===== src/rtl/tri_timer_pkg.sv =====
package tri_timer_pkg;
    localparam int DATA_W = 8;
    localparam int CNT_W  = 2 * DATA_W;
    localparam int N_CNT  = 3;
    localparam int ADDR_W = 3;

    // control byte fields
    localparam int CTL_HOLD_B  = 0;
    localparam int CTL_CLK_B   = 1;
    localparam int CTL_NORLD_B = 4;
    localparam int CTL_IE_B    = 6;

    typedef enum logic {
        CNT_HOLD = 1'b0,
        CNT_RUN  = 1'b1
    } cnt_state_e;
endpackage


===== src/rtl/tmr_edge_sync.sv =====
module tmr_edge_sync #(
    parameter int STAGES = 2
) (
    input  logic clk,
    input  logic rst_n,
    input  logic async_in,
    output logic rise
);
    logic [STAGES-1:0] chain_q;
    logic              last_q;

    always_ff @(posedge clk or negedge rst_n) begin
        if (!rst_n) begin
            chain_q <= '0;
            last_q  <= 1'b0;
        end else begin
            chain_q <= {chain_q[STAGES-2:0], async_in};
            last_q  <= chain_q[STAGES-1];
        end
    end

    assign rise = chain_q[STAGES-1] & ~last_q;

    // a detected edge is a single-cycle pulse
    p_rise_single_r3: assert property (@(posedge clk) disable iff (!rst_n)
        rise |=> !rise);
endmodule


===== src/rtl/tmr_counter.sv =====
module tmr_counter
    import tri_timer_pkg::*;
#(
    parameter int W = CNT_W
) (
    input  logic         clk,
    input  logic         rst_n,
    input  logic         hold,
    input  logic         tick,
    input  logic         load,
    input  logic [W-1:0] load_val,
    output logic [W-1:0] count,
    output logic         expire
);
    cnt_state_e st_q, st_d;
    logic [W-1:0] count_q;
    logic         run_en;

    always_comb begin
        st_d = st_q;
        unique case (st_q)
            CNT_HOLD: if (!hold) st_d = CNT_RUN;   // release
            CNT_RUN:  if (hold)  st_d = CNT_HOLD;  // freeze
            default:  st_d = CNT_HOLD;
        endcase
    end

    always_ff @(posedge clk or negedge rst_n) begin
        if (!rst_n) st_q <= CNT_HOLD;
        else        st_q <= st_d;
    end

    assign run_en = (st_q == CNT_RUN) && !hold;
    assign expire = run_en && tick && (count_q == '0);
    assign count  = count_q;

    always_ff @(posedge clk or negedge rst_n) begin
        if (!rst_n)                count_q <= '1;
        else if (load)             count_q <= load_val;
        else if (expire)           count_q <= load_val;
        else if (run_en && tick)   count_q <= count_q - 1'b1;
    end

    // no count change while held, except by load
    p_hold_stable_r10: assert property (@(posedge clk) disable iff (!rst_n)
        (hold && !load) |=> $stable(count_q));
    // expiry reloads the latch value
    p_expire_reload_r11: assert property (@(posedge clk) disable iff (!rst_n)
        (expire && !load) |=> (count_q == $past(load_val)));
endmodule


===== src/rtl/tri_timer.sv =====
module tri_timer
    import tri_timer_pkg::*;
#(
    parameter int SYNC_STAGES = 2
) (
    input  logic              clk,
    input  logic              rst_n,
    input  logic              cs,
    input  logic              rd,
    input  logic              wr,
    input  logic [ADDR_W-1:0] addr,
    input  logic [DATA_W-1:0] wdata,
    output logic [DATA_W-1:0] rdata,
    input  logic [N_CNT-1:0]  ext_clk,
    output logic              irq
);
    logic [N_CNT-1:0]  clk_int_q, norld_q, ie_q;
    logic              hold_q;
    logic [DATA_W-1:0] msb_q, lsb_q;
    logic [CNT_W-1:0]  latch_q [N_CNT];
    logic [CNT_W-1:0]  latch_d [N_CNT];
    logic [CNT_W-1:0]  count   [N_CNT];
    logic [N_CNT-1:0]  flag_q, rsi_q, expire, ext_rise, tick, reload;
    logic [N_CNT-1:0]  latch_wr, ctl_wr, cnt_rd;
    logic [DATA_W-1:0] status;
    logic              wr_stb, rd_stb, ctl_side, hi_side, lo_side, stat_rd, irst_rise;
    logic [1:0]        sel, ctl_tgt;

    assign wr_stb    = cs & wr;
    assign rd_stb    = cs & rd;
    assign ctl_side  = (addr[2:1] == 2'd0);
    assign hi_side   = !ctl_side && !addr[0];
    assign lo_side   = !ctl_side &&  addr[0];
    assign sel       = addr[2:1] - 2'd1;
    assign ctl_tgt   = addr[0] ? 2'd1 : (hold_q ? 2'd0 : 2'd2);
    assign stat_rd   = rd_stb && (addr == 3'd1);
    assign irst_rise = wr_stb && (addr == 3'd1) && wdata[CTL_HOLD_B] && !hold_q;
    assign status    = {|(flag_q & ie_q), {(DATA_W-1-N_CNT){1'b0}}, flag_q};
    assign irq       = status[DATA_W-1];

    for (genvar i = 0; i < N_CNT; i++) begin : g_cnt
        assign ctl_wr[i]   = wr_stb && ctl_side && (ctl_tgt == 2'(i));
        assign latch_wr[i] = wr_stb && lo_side && (sel == 2'(i));
        assign cnt_rd[i]   = rd_stb && hi_side && (sel == 2'(i));
        assign latch_d[i]  = latch_wr[i] ? {msb_q, wdata} : latch_q[i];
        assign reload[i]   = irst_rise
                           | (latch_wr[i] & ~norld_q[i])
                           | (ctl_wr[i] & (wdata[CTL_CLK_B] ^ clk_int_q[i]));
        assign tick[i]     = clk_int_q[i] | ext_rise[i];

        tmr_edge_sync #(.STAGES(SYNC_STAGES)) i_sync (
            .clk(clk), .rst_n(rst_n), .async_in(ext_clk[i]), .rise(ext_rise[i]));

        tmr_counter #(.W(CNT_W)) i_counter (
            .clk(clk), .rst_n(rst_n), .hold(hold_q), .tick(tick[i]),
            .load(reload[i]), .load_val(latch_d[i]),
            .count(count[i]), .expire(expire[i]));

        // expiry raises the flag
        p_flag_set_r11: assert property (@(posedge clk) disable iff (!rst_n)
            (expire[i] && !irst_rise) |=> flag_q[i]);
        // latch write clears the flag
        p_latch_clr_r5: assert property (@(posedge clk) disable iff (!rst_n)
            (latch_wr[i] && !expire[i] && !irst_rise) |=> !flag_q[i]);
        // a counter read without a prior status read keeps the flag
        p_keep_flag_r9: assert property (@(posedge clk) disable iff (!rst_n)
            (cnt_rd[i] && flag_q[i] && !rsi_q[i] && !stat_rd && !latch_wr[i] && !irst_rise)
            |=> flag_q[i]);
    end

    // internal reset clears every flag
    p_irst_clear_r10: assert property (@(posedge clk) disable iff (!rst_n)
        irst_rise |=> (flag_q == '0));

    always_ff @(posedge clk or negedge rst_n) begin
        if (!rst_n) begin
            clk_int_q <= '0;
            norld_q   <= '0;
            ie_q      <= '0;
            hold_q    <= 1'b1;
            msb_q     <= '0;
            lsb_q     <= '0;
            flag_q    <= '0;
            rsi_q     <= '0;
            for (int i = 0; i < N_CNT; i++) latch_q[i] <= '1;
        end else begin
            if (wr_stb && hi_side) msb_q <= wdata;
            for (int i = 0; i < N_CNT; i++) begin
                latch_q[i] <= latch_d[i];
                if (ctl_wr[i]) begin
                    clk_int_q[i] <= wdata[CTL_CLK_B];
                    norld_q[i]   <= wdata[CTL_NORLD_B];
                    ie_q[i]      <= wdata[CTL_IE_B];
                end
                if (cnt_rd[i]) lsb_q <= count[i][DATA_W-1:0];
                if (irst_rise)                                flag_q[i] <= 1'b0;
                else if (expire[i])                           flag_q[i] <= 1'b1;
                else if (latch_wr[i] || (cnt_rd[i] && rsi_q[i])) flag_q[i] <= 1'b0;
                if (expire[i])    rsi_q[i] <= 1'b0;
                else if (stat_rd) rsi_q[i] <= rsi_q[i] | flag_q[i];
            end
            if (ctl_wr[1]) hold_q <= wdata[CTL_HOLD_B];
        end
    end

    always_comb begin
        rdata = '0;
        if (rd_stb) begin
            if (addr == 3'd1)  rdata = status;
            else if (hi_side)  rdata = count[sel][CNT_W-1:DATA_W];
            else if (lo_side)  rdata = lsb_q;
        end
    end
endmodule


===== config.mk =====
export PLATFORM = sky130hd
export DESIGN_NAME = tri_timer
export DESIGN_NICKNAME = d
export VERILOG_FILES = /design/src/rtl/tri_timer_pkg.sv /design/src/rtl/tmr_edge_sync.sv /design/src/rtl/tmr_counter.sv /design/src/rtl/tri_timer.sv
export SDC_FILE = /design/constraint.sdc
export NUM_CORES = 1
export LEC_CHECK = 0
export ABC_AREA = 1
export ABC_CLOCK_PERIOD_IN_PS = 2210
export BUFFER_PORTS_ARGS = -buffer_cell sky130_fd_sc_hd__buf_2
export CAP_MARGIN = 20
export CORE_AREA = 4 4 170 172
export DETAILED_ROUTE_END_ITERATION = 12
export DIE_AREA = 0 0 174 176
export MAX_ROUTING_LAYER = met4
export SYNTH_ARGS = -nofsm -noshare
export SYNTH_HDL_FRONTEND = slang
export SYNTH_SLANG_ARGS = --single-unit

===== constraint.sdc =====
create_clock -name clk -period 2.21 [get_ports clk]
set_input_delay 0.1105 -clock clk [delete_from_list [all_inputs] [get_ports clk]]
set_output_delay 0.1105 -clock clk [all_outputs]
set_load 0.03 [all_outputs]

==> metrics.md <==
| Metric | Value |
|---|---|
| Yosys warning count | `0` |
| Max-cap violations | `0` |
| Number of synthesized flops with an enable pin | `0` |
| Final Hold Vio Count | `0` |
| Wire length of the first global-routing pass | `37620 µm` |
| Top cell type's share of synthesized area | `31.24%` |
| Crit path time final | `2.070 ns` |
| Die H | `176 µm` |
| I/O Buffers | `27` |
| FF/Latch Area | `3575 µm²` |
| Status | `finished clean` |
| First DRT Iteration DRCs | `399` |
| Syn Nets | `1118` |
| Post-route setup slack | `0.1404 ns` |
| Antenna-violating nets left | `0` |
| Hpwl dp | `17490 µm` |
| Measured slew at the worst slew-check pin | `0.5598 ns` |
| DR vias/cell | `4.644` |
| DR vias | `6924` |
| Vias in the first global route | `6620` |
| Total power | `0.01166 W` |
| Min-delay worst type | `in2reg` |
| Core Region | `27480 µm²` |
| Top-Level Pins | `28` |
| Cell variety after synth | `43` |
| Worst endpoint data arrival time | `1.96 ns` |
| Critical hold path startpoint | `wdata[3]` |
| Die width | `174 µm` |
| DRC | `0` |
| H-tree depth | `4` |
| Hold Path Stages | `3` |
| TritonCTS clock tree | `built` |
| Worst r2r src | `g_cnt[1].i_counter.count[0]$_DFFE_PN1P_` |
| Most frequent cell after synthesis | `nand2_1` |
| Post-Syn Area per Cell | `7.472 µm²` |
| Synth Flop Type | `dfstp_2` |
| Utilization after layout | `34.03%` |
| Multi-input logic area | `3696 µm²` |
| Cells after synthesis | `1092` |
| Maximum vdd ir drop | `0.6404 mV` |
| Worst hold endpoint | `latch_q[19]$_DFF_PN1_` |
| Final #Nets | `1158` |
| Initial antenna violation count | `0` |
| R2R cell count | `9` |
| Num CTS Buffers | `17` |
| RSZ-0062 raised after global routing | `false` |
| Fin crit share | `93.65%` |
| Layout cells sized above 1 | `21.31%` |
| Crit. End Element | `primary output` |
| Worst R2R Setup Slack | `0.22 ns` |
| CTS Buffer Depth | `2` |
| Diode count | `0` |
| Asr flop ratio synth | `100.0%` |
| Die area | `30620 µm²` |
| GRT Total Usage | `16.37%` |
| Setup Fix Bufs, Post-CTS | `0` |
| Pins over their slew limit | `0` |
| Average wire per standard cell | `15.86 µm` |
| Top post-synthesis cells by area | `dfstp_2 31%, nand2_1 16%, dfrtp_1 13%, inv_1 7.8%, nand3_1 5.0%` |
| Fill count | `2960` |
| Max Freq | `0.4832 GHz` |
| Top Usage Layer GRT | `met2` |
| CP Max Fanout | `5` |
| P per Cell Area | `1247 nW/µm²` |
| Met2 Resource Use GR | `25.59%` |
| Worst skew pair latency | `0.44 ns` |
| Final setup vio count | `0` |
| Hold slack | `0.05099 ns` |
| Clock-pin slew on the worst setup and hold paths | `0.06 ns` |
| Combined area of all synthesized cells | `8159 µm²` |
| Starting Density | `29.69%` |
| Leak Pwr | `4.596 nW` |
| Critical path class | `reg2out` |
| WP data required | `2.10 ns` |
| Cell Rows | `61` |
| Final Skew | `0.009341 ns` |
| Launching element type of the critical path | `flip-flop` |
| Seq/Total Area, Yosys | `43.81%` |
| Met3 Use GR | `2.677%` |
| First-pass detailed-route iteration total | `5` |
| Largest net degree at the start of global routing | `55` |
| Sum of negative setup slack | `0 ns` |
| Total gr overflow | `0` |
| Commonest cells post-synth | `345 x nand2_1, 169 x inv_1, 97 x dfstp_2` |
| Dpl ws | `0.1364 ns` |
| GR Util met1 | `21.64%` |
| Leading area contributor after synthesis | `dfstp_2` |
| Cell at the root of the clock tree | `clkbuf_16` |
| Final WL | `23640 µm` |
| CTS sink count | `138` |
| RR Endpoint | `g_cnt[1].i_counter.count[8]$_DFFE_PN1P_` |
| Seq cells post-synth | `138` |
| Area Growth Syn to Fin | `14.58%` |
| Placer Congestion | `0.9160` |
| Slew headroom | `62.55%` |
==> stage by stage <==
| step | instances | cell area (µm²) |
|---|---|---|
| after floorplan | 1092 | 8159 |
| after global placement | 1455 | 8680 |
| after detailed placement | 1455 | 8680 |
| after CTS | 1491 | 9341 |
| after global routing | 1491 | 9349 |
| final | 1491 | 9349 |
==> worst max path at each step <==
stage	startpoint	to	cells after the start
floorplan	addr[1]	rdata[6]	8
detailed placement	g_cnt[0].i_counter.count[0]$_DFFE_PN1P_	g_cnt[0].i_counter.count[2]$_DFFE_PN1P_	11
global route	g_cnt[2].i_counter.count[9]$_DFFE_PN1P_	rdata[1]	5
finish	g_cnt[2].i_counter.count[14]$_DFFE_PN1P_	rdata[6]	5
global placement	addr[2]	rdata[6]	8
CTS	g_cnt[2].i_counter.count[14]$_DFFE_PN1P_	rdata[6]	5
==> layout make-up <==
type                       count  share of cell area [%]
clock buffer                  18                   4.590
clock inverter                14                   2.007
inverter                     179                   7.294
multi-input combinational    745                   39.53
sequential                   138                   38.24
tap                          346                   4.631
timing repair buffer          51                   3.707
==> sequential cells by signal, indices dropped and copies added, names as in the netlist, 6 cells and up <==
register               flops
g_cnt.i_sync.chain_q       6
lsb_q                      8
msb_q                      8
g_cnt.i_counter.count     48
latch_q                   48
==> layout by cell type (no fill, tap or decap), drive strengths merged, types with 7 or more instances in the layout <==
master	netlist	routed
dfstp	97	97
nand3	86	86
inv	177	183
nand2	362	362
o21ai	88	88
xnor2	8	8
a21oi	17	17
or2	11	11
dfrtp	41	41
clkbuf	8	18
nand4	11	11
ha	7	7
nor2	101	101
buf	22	47
xor2	13	13
nand3b	8	8
==> worst max-delay path, cell delays in order, from the launching register on <==
cell       delay [ns]
dfstp_2          0.58
inv_1            0.09
o21ai_1          0.14
o2111ai_1        0.13
a211oi_2         0.36
buf_4            0.23
==> layer usage <==
layer  vias up  share of wire (%)
li1       3499                  -
met1      3233                 47
met2       149                 46
met3        43                3.8
met4         0                3.2
met5         -                  0
==> kinds of logic (layout without fill, tap and decap cells) <==
| logic type | after synthesis | after routing | synth area share [%] |
|---|---|---|---|
| mux | 6 | 6 | 0.8280 |
| fa+ha+maj | 7 | 7 | 1.073 |
| compound gates | 130 | 130 | 8.818 |
| xor+xnor | 21 | 21 | 2.254 |
| flops | 138 | 138 | 43.81 |
| simple gates | 581 | 581 | 32.20 |
| buf+inv | 209 | 262 | 11.01 |
==> report_power, final <==
| part | internal [W] | switching (W) |
|---|---|---|
| Combinational | 0.00148 | 0.00248 |
| Sequential | 0.00378 | 0.000885 |
| Clock | 0.00181 | 0.00123 |
| Total | 0.00706 | 0.00460 |
==> timing repair <==
action	4_1_cts	5_1_grt
pin swaps	0	1
endpoints found under the setup margin	1	17
hold buffers	4	0
resized for setup	1	5
endpoints found under the hold margin	60	0
(Power assumes the default switching activity.)
